[src/rtl/cal_pat_pkg.sv]
package cal_pat_pkg;

    localparam int BEATS_FULL = 8;
    localparam int BEATS_CHOP = 4;
    localparam int ORD_W      = 3;
    localparam int CNT_W      = $clog2(BEATS_FULL + 1);

    // Address bit positions that carry meaning for a pattern READ
    localparam int ADDR_CHOP_BIT = 12;
    localparam int ADDR_HALF_BIT = 2;

    localparam logic [1:0] SEL_PATTERN = 2'b00;

    typedef enum logic {
        BURST_FULL = 1'b0,
        BURST_CHOP = 1'b1
    } burst_e;

    typedef struct packed {
        burst_e           kind;
        logic [ORD_W-1:0] start;
    } burst_plan_t;

    typedef enum logic [1:0] {
        CMD_IGNORE   = 2'd0,
        CMD_ACCEPT   = 2'd1,
        CMD_RESERVED = 2'd2,
        CMD_BUSY     = 2'd3
    } cmd_verdict_e;

    // bl_mode[0]=1: on-the-fly via chop bit; else bl_mode[1] fixes chop
    function automatic burst_plan_t plan_burst(input logic [1:0] bl_mode,
                                               input logic       chop_bit,
                                               input logic       half_bit);
        burst_plan_t p;
        logic        chop;
        chop    = bl_mode[0] ? ~chop_bit : bl_mode[1];
        p.kind  = chop ? BURST_CHOP : BURST_FULL;
        p.start = chop ? {half_bit, 2'b00} : '0;
        return p;
    endfunction

    function automatic logic [CNT_W-1:0] burst_beats(input burst_e kind);
        return (kind == BURST_CHOP) ? CNT_W'(BEATS_CHOP) : CNT_W'(BEATS_FULL);
    endfunction

    // Pattern is 0,1,0,1... following the burst-order position
    function automatic logic pattern_bit(input logic [ORD_W-1:0] ord);
        return ord[0];
    endfunction

endpackage

[src/rtl/cal_cmd_decode.sv]
module cal_cmd_decode
    import cal_pat_pkg::*;
#(
    parameter int ADDR_W = 14
) (
    input  logic              rd_cmd,
    input  logic              pat_mode_en,
    input  logic [1:0]        pat_sel,
    input  logic [1:0]        bl_mode,
    input  logic [ADDR_W-1:0] rd_addr,
    input  logic              busy,
    output cmd_verdict_e      verdict,
    output burst_plan_t       plan
);

    always_comb begin
        plan = plan_burst(bl_mode, rd_addr[ADDR_CHOP_BIT], rd_addr[ADDR_HALF_BIT]);
        if (!rd_cmd || !pat_mode_en) begin
            verdict = CMD_IGNORE;
        end else if (pat_sel != SEL_PATTERN) begin
            verdict = CMD_RESERVED;
        end else if (busy) begin
            verdict = CMD_BUSY;
        end else begin
            verdict = CMD_ACCEPT;
        end
    end

endmodule

[src/rtl/cal_beat_gen.sv]
module cal_beat_gen
    import cal_pat_pkg::*;
#(
    parameter int DQ_W = 8
) (
    input  logic             clk,
    input  logic             rst,
    input  logic             start,
    input  burst_plan_t      plan,
    output logic [DQ_W-1:0]  dq_out,
    output logic             dq_valid,
    output logic [ORD_W-1:0] beat_idx,
    output logic             busy
);

    logic [CNT_W-1:0] left_q;
    logic [ORD_W-1:0] next_ord;
    logic             lane_bit_d;
    logic             load_beat;

    assign next_ord  = start ? plan.start : beat_idx + ORD_W'(1);
    assign load_beat = start || (left_q > CNT_W'(1));
    assign lane_bit_d = load_beat && pattern_bit(next_ord);
    assign busy      = left_q > CNT_W'(1);

    always_ff @(posedge clk) begin
        if (rst) begin
            left_q   <= '0;
            beat_idx <= '0;
            dq_valid <= 1'b0;
        end else if (start) begin
            left_q   <= burst_beats(plan.kind);
            beat_idx <= plan.start;
            dq_valid <= 1'b1;
        end else if (left_q > CNT_W'(1)) begin
            left_q   <= left_q - CNT_W'(1);
            beat_idx <= next_ord;
        end else begin
            left_q   <= '0;
            beat_idx <= '0;
            dq_valid <= 1'b0;
        end
    end

    // One flop per data lane, each carrying the pattern bit
    for (genvar g = 0; g < DQ_W; g++) begin : g_lane
        always_ff @(posedge clk) begin
            if (rst) begin
                dq_out[g] <= 1'b0;
            end else begin
                dq_out[g] <= lane_bit_d;
            end
        end
    end

    assert_pattern_R5: assert property (@(posedge clk) disable iff (rst)
        dq_valid |-> (dq_out == {DQ_W{beat_idx[0]}}));

    assert_idle_zero_R5: assert property (@(posedge clk) disable iff (rst)
        !dq_valid |-> (dq_out == '0));

    assert_beat_step_R4: assert property (@(posedge clk) disable iff (rst)
        (dq_valid && busy && !start) |=> (dq_valid && beat_idx == $past(beat_idx) + ORD_W'(1)));

endmodule

[src/rtl/cal_pat_responder.sv]
module cal_pat_responder
    import cal_pat_pkg::*;
#(
    parameter int DQ_W   = 8,
    parameter int ADDR_W = 14,
    parameter int BANK_W = 3
) (
    input  logic              clk,
    input  logic              rst,
    input  logic              pat_mode_en,
    input  logic [1:0]        pat_sel,
    input  logic [1:0]        bl_mode,
    input  logic              rd_cmd,
    input  logic [ADDR_W-1:0] rd_addr,
    input  logic [BANK_W-1:0] rd_bank,
    output logic [DQ_W-1:0]   dq_out,
    output logic              dq_valid,
    output logic [ORD_W-1:0]  beat_idx,
    output logic              err_reserved,
    output logic              err_busy
);

    cmd_verdict_e verdict;
    burst_plan_t  plan;
    logic         busy;

    cal_cmd_decode #(.ADDR_W(ADDR_W)) u_decode (
        .rd_cmd      (rd_cmd),
        .pat_mode_en (pat_mode_en),
        .pat_sel     (pat_sel),
        .bl_mode     (bl_mode),
        .rd_addr     (rd_addr),
        .busy        (busy),
        .verdict     (verdict),
        .plan        (plan)
    );

    cal_beat_gen #(.DQ_W(DQ_W)) u_beats (
        .clk      (clk),
        .rst      (rst),
        .start    (verdict == CMD_ACCEPT),
        .plan     (plan),
        .dq_out   (dq_out),
        .dq_valid (dq_valid),
        .beat_idx (beat_idx),
        .busy     (busy)
    );

    always_ff @(posedge clk) begin
        if (rst) begin
            err_reserved <= 1'b0;
            err_busy     <= 1'b0;
        end else begin
            err_reserved <= (verdict == CMD_RESERVED);
            err_busy     <= (verdict == CMD_BUSY);
        end
    end

    assert_cmd_bus_known_R9: assert property (@(posedge clk) disable iff (rst)
        rd_cmd |-> !$isunknown({pat_mode_en, pat_sel, bl_mode, rd_addr, rd_bank}));

    assert_off_silent_R2: assert property (@(posedge clk) disable iff (rst)
        (!pat_mode_en && !dq_valid) |=> (!dq_valid && !err_reserved && !err_busy));

    assert_reserved_no_beats_R3: assert property (@(posedge clk) disable iff (rst)
        (rd_cmd && pat_mode_en && pat_sel != SEL_PATTERN && !dq_valid) |=> !dq_valid);

    assert_err_exclusive_R3: assert property (@(posedge clk) disable iff (rst)
        $onehot0({err_reserved, err_busy}));

    assert_busy_keeps_burst_R10: assert property (@(posedge clk) disable iff (rst)
        err_busy |-> dq_valid);

endmodule

[config.mk]
export PLATFORM = sky130hd
export DESIGN_NAME = cal_pat_responder
export DESIGN_NICKNAME = d
export VERILOG_FILES = /design/src/rtl/cal_pat_pkg.sv /design/src/rtl/cal_cmd_decode.sv /design/src/rtl/cal_beat_gen.sv /design/src/rtl/cal_pat_responder.sv
export SDC_FILE = /design/constraint.sdc
export NUM_CORES = 1
export LEC_CHECK = 0
export ABC_CLOCK_PERIOD_IN_PS = 2500
export BUFFER_PORTS_ARGS = -buffer_cell sky130_fd_sc_hd__buf_2
export CORE_MARGIN = 2
export CORE_UTILIZATION = 40
export DETAILED_ROUTE_END_ITERATION = 16
export PLACE_DENSITY = 0.78
export RECOVER_POWER = 50
export SYNTH_ARGS = -nofsm -noshare
export SYNTH_HDL_FRONTEND = slang
export SYNTH_SLANG_ARGS = --single-unit
[constraint.sdc]
create_clock -name clk -period 2.5 [get_ports clk]
set_input_delay 0.5 -clock clk [delete_from_list [all_inputs] [get_ports clk]]
set_output_delay 0.5 -clock clk [all_outputs]
set_load 0.02 [all_outputs]
==> flow_metrics.tcl, run 1 <==
set metrics [dict create \
    outcome "finished, final reports clean" \
    ys_warn_count 0 \
    antenna_found_initial 0 \
    power.switching_uw 236.7 \
    clock_latency_ns 0.26 \
    dpl.hpwl_um 771.2 \
    htree_levels 1 \
    grt_max_degree 9 \
    hold_viol 0 \
    holdCritStartpoint "pat_sel[0]" \
    preCtsSetupSlack_ns 1.029 \
    globalplace.congestion 0.7834 \
    fin_worst_skew_ns 0.004459 \
    tns_ns 0 \
    drt_iter0_drc 1 \
    max_freq_ghz 0.6472 \
    layout-drive-gt1-share 0.2800 \
    critPathTopFamily "simple AND/OR/NAND/NOR gates" \
    drc 0 \
    drt-pass1-iter-count 2 \
    p_int_uw 358.4 \
    rsz0062_at_grt "false" \
    antenna_cells 0 \
    worstSetupPathType "flop to flop" \
    async_flop_share 0 \
    syn-cell-area_sq_um 526.8 \
    vias_per_cell 4.711 \
    ant_nets 0 \
    leakage_nw 0.2934 \
    min_path_type "primary input to flop" \
    start_kind "flop" \
    synth_edf_count 0 \
    grt_pass1_vias 381 \
    floorplan.core_area_sq_um 1269 \
    power_frac_seq 0.404 \
    vdd_drop_max_v 0.0004101 \
    start_util 0.4152 \
    arrival_ns 1.72 \
    root_buffer "clkbuf_4" \
    slew_violations 0 \
    r2r_setup_slack_ns 0.95 \
    cts_setup_buffers 0 \
    grt_pass1_wl_um 1552 \
    layout_common_cells "16 x buf_2, 11 x dfxtp_1, 8 x nor2_1, 8 x clkbuf_1, 4 x inv_1" \
    finalCritPeriodShare 0.6181 \
    ys_types 24 \
    nets 104 \
    final_cells 90 \
    r2r_end "err_busy$_SDFF_PP0_" \
    gr-total-overflow 0 \
    synth_seq_cells 11 \
    fp.dieW_um 40.29 \
    yosysSeqAreaShare 0.4181 \
    cp_slowest_cell "dfxtp_1" \
    routed_wl_um 954 \
    vias 424 \
    worst-path-buf-inv 1 \
    slowest_delay_ns 0.38 \
    power.share.switching 0.3977 \
    port_buffers 23 \
    io-pin-count 39 \
    ff2ff_path_depth 5 \
    cp_max_fo 7 \
    max_slew_margin 0.8163 \
    combPwrFrac 0.394 \
    num_rows 13 \
    fin_crit_ns 1.545 \
    die_area_sq_um 1623 \
    die_h_um 40.29 \
    cp.required_ns 2.67 \
    syn_to_final_growth_pct 16.86 \
    setup_viol_count_final 0 \
    postCtsResizedCells 0 \
    clkPwrFrac 0.202 \
    clkSlewWorstSetupHoldPaths_ns 0.07 \
    path_cells "inv_1, ha_1, or2_0, a21o_1, nor4_4" \
    grtUsageTotal 0.1468 \
    placedCellCount 86 \
    syn_inst 55 \
    cts_tree "done" \
    p_per_area_nw_per_um2 966.6 \
    post_drt_wl_per_cell_um 10.60 \
    fin_util 0.4852 \
    final_common_cell "buf_2" \
    min_path_cells 2 \
    ys.flop_type "dfxtp_1" \
    setup_ws_ns 0.9548 \
    ctsHoldBuffers 0 \
    postSynthAreaPerCell_sq_um 9.577 \
    end_kind "flop" \
    synth_fp_nets 83 \
    maxCapViolCount 0 \
    reg2reg_from "u_beats.left_q[0]$_SDFF_PP0_" \
    cts-buffers-inserted 3 \
    max-clock-path-buffers 2 \
    cts.sinks 11 \
    hold_end "err_busy$_SDFF_PP0_" \
    tightest_slew_ns 0.2730 \
]
==> logic make-up after synthesis <==
family,synth area share
flip-flops,0.4180
buffers and inverters,0.1283
multiplexers,0.01900
adder cells (fa/ha/maj),0.07127
AND/OR/NAND/NOR,0.2304
AO/OA/AOI/OAI,0.1164
XOR/XNOR,0.01663
==> power groups by stage <==
stage               sequential (mW)  combinational, mW  clock, mW
global route                  0.247              0.264      0.132
global placement              0.242              0.249          0
floorplan                     0.258              0.205          0
CTS                           0.240              0.258      0.123
detailed placement            0.244              0.258          0
finish                        0.240              0.234      0.120
==> cell type report <==
cell class              count  area [sq um]
fillers                   128         653.1
multi-input cells          33         229.0
flip-flops and latches     11         220.2
repair buffers             23         106.4
clock buffers               4         26.28
well taps                  15         18.77
inverters                   4         15.01
==> routing by layer <==
metal  global-route usage  part of all wire
met5                    0                 0
met4               0.1250             0.036
met3              0.01667             0.016
met2               0.2460              0.48
met1               0.1638              0.47
==> state kept, by name (all words and copies together), names as in the netlist <==
register          cells
u_beats.beat_idx      3
err_reserved          1
err_busy              1
u_beats.left_q        4
u_beats.dq_valid      1
u_beats.dq_out        1
==> how the worst max path moves through the flow <==
| stage | start | slack (ns) | end | depth (start not counted) |
|---|---|---|---|---|
| 5_1_grt | u_beats.left_q[0]$_SDFF_PP0_ | 0.83 | err_busy$_SDFF_PP0_ | 5 |
| 2_1_floorplan | u_beats.left_q[0]$_SDFF_PP0_ | 1.16 | err_busy$_SDFF_PP0_ | 5 |
| 4_1_cts | u_beats.left_q[0]$_SDFF_PP0_ | 1.02 | err_busy$_SDFF_PP0_ | 5 |
| 3_5_place_dp | u_beats.left_q[0]$_SDFF_PP0_ | 1.03 | err_busy$_SDFF_PP0_ | 5 |
| 3_3_place_gp | u_beats.left_q[0]$_SDFF_PP0_ | 1.09 | err_busy$_SDFF_PP0_ | 5 |
| 6_report | u_beats.left_q[0]$_SDFF_PP0_ | 0.95 | err_busy$_SDFF_PP0_ | 5 |
==> cells in the mapped netlist, types with 2 or more instances <==
master,n,area [sq um]
inv_1,4,15.01
ha_1,3,37.54
nor2_1,8,30.03
dfxtp_1,11,220.2
a21oi_1,2,10.01
nor3_1,2,10.01
buf_4,7,52.55
o21ai_0,2,10.01
==> stage by stage <==
step / total power [mW] / hold WS (ns) / instance area (sq um)
2_1_floorplan: 0.4631 / 0.4300 / 526.8
3_3_place_gp: 0.4908 / 0.4451 / 608.1
3_5_place_dp: 0.5028 / 0.4552 / 608.1
4_1_cts: 0.6211 / 0.4469 / 634.4
5_1_grt: 0.6419 / 0.4579 / 615.6
6_report: 0.5950 / 0.4571 / 615.6
Power figures use the tool's default switching activity.
==> run 2, diff against run 1 <==
--- a/config.mk
+++ b/config.mk
@@ -5,12 +5,12 @@
 export SDC_FILE = /design/constraint.sdc
 export NUM_CORES = 1
 export LEC_CHECK = 0
-export ABC_CLOCK_PERIOD_IN_PS = 2500
+export ABC_CLOCK_PERIOD_IN_PS = 1500
 export BUFFER_PORTS_ARGS = -buffer_cell sky130_fd_sc_hd__buf_2
 export CORE_MARGIN = 2
-export CORE_UTILIZATION = 40
+export CORE_UTILIZATION = 38
 export DETAILED_ROUTE_END_ITERATION = 16
-export PLACE_DENSITY = 0.78
+export PLACE_DENSITY = 0.74
 export RECOVER_POWER = 50
 export SYNTH_ARGS = -nofsm -noshare
 export SYNTH_HDL_FRONTEND = slang
==> constraint.sdc (replaced) <==
create_clock -name clk -period 1.5 [get_ports clk]
set_input_delay 0.3 -clock clk [delete_from_list [all_inputs] [get_ports clk]]
set_output_delay 0.3 -clock clk [all_outputs]
set_load 0.02 [all_outputs]
==> run 2 against run 1 <==
  * Sequential share of layout area decreased by 0.087 points
  * Die area up 4.7%
  * Clock skew is essentially flat
  * Critical path depth did not move
  * Wire length grew 4.0%
  * Power grew 70%
  * Sequential power grew 67%
  * Via count increased by 4.5%
  * Hold slack worse by 0.23 ns
  * Non-clock buffer count stayed put
  * Core utilization decreased by 0.83 points
  * Count of clock-buffer cells in the layout stayed put
  * Critical endpoint unchanged
==> flow_metrics.tcl, run 2 (same netlist as run 1, synthesis figures left out) <==
set metrics [dict create \
    clock_latency_ns 0.27 \
    root_buffer "clkbuf_4" \
    holdCritStartpoint "pat_sel[0]" \
    critPathTopFamily "simple AND/OR/NAND/NOR gates" \
    floorplan.core_area_sq_um 1301 \
    fin_worst_skew_ns 0.004710 \
    layout-drive-gt1-share 0.2533 \
    vias 443 \
    reg2reg_from "u_beats.left_q[0]$_SDFF_PP0_" \
    finalCritPeriodShare 0.9241 \
    post_drt_wl_per_cell_um 11.02 \
    hold_viol 0 \
    clkSlewWorstSetupHoldPaths_ns 0.07 \
    reg_top3 "u_beats.left_q: 4 flops, u_beats.beat_idx: 3 flops" \
    globalplace.congestion 0.7654 \
    drt_iter0_drc 4 \
    placedCellCount 86 \
    slowest_delay_ns 0.35 \
    routed_wl_um 992 \
    cts-buffers-inserted 3 \
    max-clock-path-buffers 2 \
    vdd_drop_max_v 0.0007918 \
    cts.sinks 11 \
    grtUsageTotal 0.1472 \
    nets 104 \
    p_per_area_nw_per_um2 1632 \
    num_rows 13 \
    layout_common_cells "13 x clkbuf_1, 11 x buf_2, 10 x dfxtp_1" \
    setup_viol_count_final 0 \
    gr-total-overflow 0 \
    start_kind "flop" \
    tightest_slew_ns 0.2894 \
    start_util 0.4048 \
    final_common_cell "clkbuf_1" \
    leakage_nw 0.2773 \
    largest_reg_flops 4 \
    final_cells 90 \
    grt_pass1_vias 403 \
    port_buffers 23 \
    antenna_cells 0 \
    die_area_sq_um 1700 \
    max_slew_margin 0.8064 \
    grt_pass1_wl_um 1531 \
    slew_violations 0 \
    cp_max_fo 7 \
    cp_slowest_cell "dfxtp_2" \
    cp.required_ns 1.69 \
    dpl.hpwl_um 776.7 \
    die_h_um 41.23 \
    grt_max_degree 9 \
    crit_start "u_beats.left_q[0]$_SDFF_PP0_" \
    worst-path-buf-inv 1 \
    drc 0 \
    tns_ns 0 \
    worstSetupPathType "flop to flop" \
    cts_tree "done" \
    fp.dieW_um 41.23 \
    ctsHoldBuffers 0 \
    arrival_ns 1.57 \
    end_kind "flop" \
    min_path_type "primary input to flop" \
    outcome "finished, final reports clean" \
    antenna_found_initial 0 \
    vias_per_cell 4.922 \
    rsz0062_at_grt "false" \
    path_cells "inv_1, ha_1, or2_4, a21o_4, nor4_4" \
    io-pin-count 39 \
    drt-pass1-iter-count 4 \
    maxCapViolCount 0 \
    max_freq_ghz 0.7214 \
    ant_nets 0 \
    htree_levels 1 \
    fin_crit_ns 1.386 \
    largest-register "u_beats.left_q" \
    syn_to_final_growth_pct 17.81 \
]
run 2: cell types whose count changed in the layout (fill, tap and decap cells not counted), sizes merged:
cell    change
buf         -5
clkbuf      +5
run 2: repair_timing:
| action | in CTS | in global routing |
|---|---|---|
| resized for setup | 0 | 1 |
| endpoints found under the setup margin | 0 | 1 |
| buffers inserted | 0 | 0 |
run 2: layout make-up:
class | instances | area, sq um
Sequential cell | 11 | 221.5
Fill cell | 150 | 680.7
Inverter | 4 | 15.01
Multi-Input combinational cell | 33 | 239.0
Clock buffer | 4 | 26.28
Tap cell | 15 | 18.77
Timing Repair Buffer | 23 | 100.1
run 2: per-layer routing:
metal / global-route usage / up-vias / wire length [um]
li1: - / 224 / -
met5: 0 / - / 0
met4: 0.1210 / 0 / 8
met2: 0.2656 / 11 / 575
met1: 0.1391 / 206 / 365
met3: 0.03261 / 2 / 43
run 2: path summary, 6_finish.rpt:
path                                                      to  slack, ns  depth (start not counted)
worst max-delay path                     err_busy$_SDFF_PP0_       0.11                          5
worst min-delay path                     err_busy$_SDFF_PP0_       0.23                          2
worst max register to register           err_busy$_SDFF_PP0_       0.11                          5
worst min register to register  u_beats.left_q[0]$_SDFF_PP0_       0.43                          1
run 2: worst reg2reg max path, stage by stage, from the launching register on:
cell	delay (ns)
dfxtp_2	0.35
inv_1	0.05
ha_1	0.23
or2_4	0.26
a21o_4	0.24
nor4_4	0.19
run 2: power by group:
group          switching [mW]  total, mW  internal [mW]
clock                  0.0953      0.198          0.103
sequential             0.0474      0.400          0.353
combinational           0.257      0.414          0.157
total                   0.399       1.01          0.613
run 2: through the flow:
stage | cell area, sq um | total power [mW] | setup slack [ns] | hold slack (ns) | util
after floorplan | 526.8 | 0.7719 | 0.1616 | 0.3710 | -
after global placement | 608.1 | 0.8193 | 0.09456 | 0.4403 | 0.4673
after detailed placement | 608.1 | 0.8370 | 0.06948 | 0.4492 | 0.4673
after CTS | 634.4 | 1.037 | 0.05155 | 0.2264 | 0.4875
after global routing | 620.6 | 1.085 | 0.03204 | 0.2267 | 0.4769
final | 620.6 | 1.013 | 0.1138 | 0.2298 | 0.4769
==> run 3, diff against run 2 <==
--- a/config.mk
+++ b/config.mk
@@ -5,12 +5,12 @@
 export SDC_FILE = /design/constraint.sdc
 export NUM_CORES = 1
 export LEC_CHECK = 0
-export ABC_CLOCK_PERIOD_IN_PS = 1500
+export ABC_CLOCK_PERIOD_IN_PS = 1700
 export BUFFER_PORTS_ARGS = -buffer_cell sky130_fd_sc_hd__buf_2
 export CORE_MARGIN = 2
-export CORE_UTILIZATION = 38
+export CORE_UTILIZATION = 40
 export DETAILED_ROUTE_END_ITERATION = 16
-export PLACE_DENSITY = 0.74
+export PLACE_DENSITY = 0.78
 export RECOVER_POWER = 50
 export SYNTH_ARGS = -nofsm -noshare
 export SYNTH_HDL_FRONTEND = slang
==> constraint.sdc (replaced) <==
create_clock -name clk -period 1.7 [get_ports clk]
set_input_delay 0.34 -clock clk [delete_from_list [all_inputs] [get_ports clk]]
set_output_delay 0.34 -clock clk [all_outputs]
set_load 0.02 [all_outputs]
==> run 3 against run 2 <==
  * Global-route usage about the same
  * Non-clock buffer count unchanged
  * Core utilization is 1.1 points higher
  * Hold slack better by 0.064 ns
  * Register-to-register slack gained 0.12 ns
  * Count of clock-buffer cells in the layout is the same
  * Die area fell by 4.5%
  * Clock skew hardly changed
  * Wire length down 3.6%
  * First-iteration DRC count is 50% lower
  * Via count is 5.4% lower
  * Largest cell class unchanged
  * Highest routed layer unchanged
==> flow_metrics.tcl, run 3 (same netlist as run 1, synthesis figures left out) <==
set metrics [dict create \
    p_per_area_nw_per_um2 1446 \
    hold_viol 0 \
    fp.dieW_um 40.29 \
    io-pin-count 39 \
    htree_levels 1 \
    floorplan.core_area_sq_um 1269 \
    drt-pass1-iter-count 2 \
    leakage_nw 0.2769 \
    drt_iter0_drc 2 \
    setup_ws_ns 0.2360 \
    worstSetupPathType "flop to flop" \
    port_buffers 23 \
    min_path_type "primary input to flop" \
    largest-register "u_beats.left_q" \
    tightest_slew_ns 0.2806 \
    maxCapViolCount 0 \
    clock_latency_ns 0.26 \
    grt_max_degree 9 \
    vias_per_cell 4.656 \
    grt_pass1_wl_um 1552 \
    slew_violations 0 \
    use_met1 0.1638 \
    die_h_um 40.29 \
    cp_max_fo 7 \
    layout-drive-gt1-share 0.2400 \
    reg2reg_from "u_beats.left_q[0]$_SDFF_PP0_" \
    grtUsageTotal 0.1468 \
    start_kind "flop" \
    syn_to_final_growth_pct 17.58 \
    dpl.hpwl_um 771.2 \
    slowest_delay_ns 0.38 \
    largest_reg_flops 4 \
    vias 419 \
    nets 104 \
    vdd_drop_max_v 0.0006182 \
    drc 0 \
    cp_slowest_cell "dfxtp_1" \
    final_common_cell "clkbuf_1" \
    holdCritStartpoint "pat_sel[0]" \
    start_util 0.4152 \
    arrival_ns 1.64 \
    max_freq_ghz 0.6830 \
    num_rows 13 \
    rsz0062_at_grt "false" \
    end_kind "flop" \
    max-clock-path-buffers 2 \
    gr-total-overflow 0 \
    grt_pass1_vias 381 \
    crit_start "u_beats.left_q[0]$_SDFF_PP0_" \
    fin_worst_skew_ns 0.005139 \
    routed_wl_um 956 \
    grt_util_met2 0.2460 \
    fin_crit_ns 1.464 \
    antenna_cells 0 \
    post_drt_wl_per_cell_um 10.62 \
    die_area_sq_um 1623 \
    setup_viol_count_final 0 \
    grtUsageMet3 0.01667 \
    postCtsResizedCells 0 \
    cts_tree "done" \
    layout_common_cells "13 x clkbuf_1, 11 x dfxtp_1, 11 x buf_2" \
    cts.sinks 11 \
    reg_top3 "u_beats.left_q: 4 flops, u_beats.beat_idx: 3 flops" \
    cts-buffers-inserted 3 \
    ant_nets 0 \
    finalCritPeriodShare 0.8612 \
    tns_ns 0 \
    outcome "finished, final reports clean" \
    path_cells "inv_1, ha_1, or2_4, a21o_4, nor4_4" \
    post-route-cell-area_sq_um 619.3 \
    max_slew_margin 0.8112 \
    cts_setup_buffers 0 \
    preCtsSetupSlack_ns 0.2295 \
    root_buffer "clkbuf_4" \
    dpl_cell_area_sq_um 608.1 \
    ctsHoldBuffers 0 \
    cp.required_ns 1.87 \
    antenna_found_initial 0 \
    top_usage_layer "met2" \
    clkSlewWorstSetupHoldPaths_ns 0.07 \
    holdWs_ns 0.2933 \
    globalplace.congestion 0.7834 \
]
run 3: cell count changes in the layout (fill, tap and decap cells not counted):
cell	before	now
dfxtp_2	1	0
dfxtp_1	10	11
run 3: final cells by class:
type                            instances  area (sq um)
Sequential cell                        11         220.2
Tap cell                               15         18.77
Inverter                                4         15.01
Multi-Input combinational cell         33         239.0
Timing Repair Buffer                   23         100.1
Fill cell                             131         649.4
Clock buffer                            4         26.28
run 3: power breakdown:
group	total (mW)	leakage (nW)	switching (mW)	internal, mW
clock	0.177	0.0150	0.0868	0.0905
sequential	0.354	0.0897	0.0440	0.310
combinational	0.364	0.172	0.225	0.139
total	0.896	0.277	0.356	0.540
run 3: final timing paths:
check | end | slack (ns) | cells past startpoint
hold reg to reg | u_beats.left_q[0]$_SDFF_PP0_ | 0.47 | 1
setup / recovery | err_busy$_SDFF_PP0_ | 0.24 | 5
hold / removal | err_busy$_SDFF_PP0_ | 0.29 | 2
setup reg to reg | err_busy$_SDFF_PP0_ | 0.24 | 5
run 3: worst max-delay path, delay by kind of cell, from the launching register on:
family	cells	cell delay (ns)
buffers and inverters	1	0.06
AND/OR/NAND/NOR	2	0.47
AO/OA/AOI/OAI	1	0.24
adder cells (fa/ha/maj)	1	0.23
flip-flops	1	0.38
run 3: layer usage:
metal  vias to the layer above  share of wire
met4                         0          0.020
met1                       193           0.47
li1                        220              -
met3                         2         0.0052
met2                         4           0.51
met5                         -              0
run 3: stage by stage:
stage / total power [mW] / utilization / std cells
after floorplan: 0.6811 / - / 55
after global routing: 0.9642 / 0.4882 / 90
after global placement: 0.7217 / 0.4793 / 86
final: 0.8957 / 0.4882 / 90
after CTS: 0.9133 / 0.5000 / 90
after detailed placement: 0.7395 / 0.4793 / 86
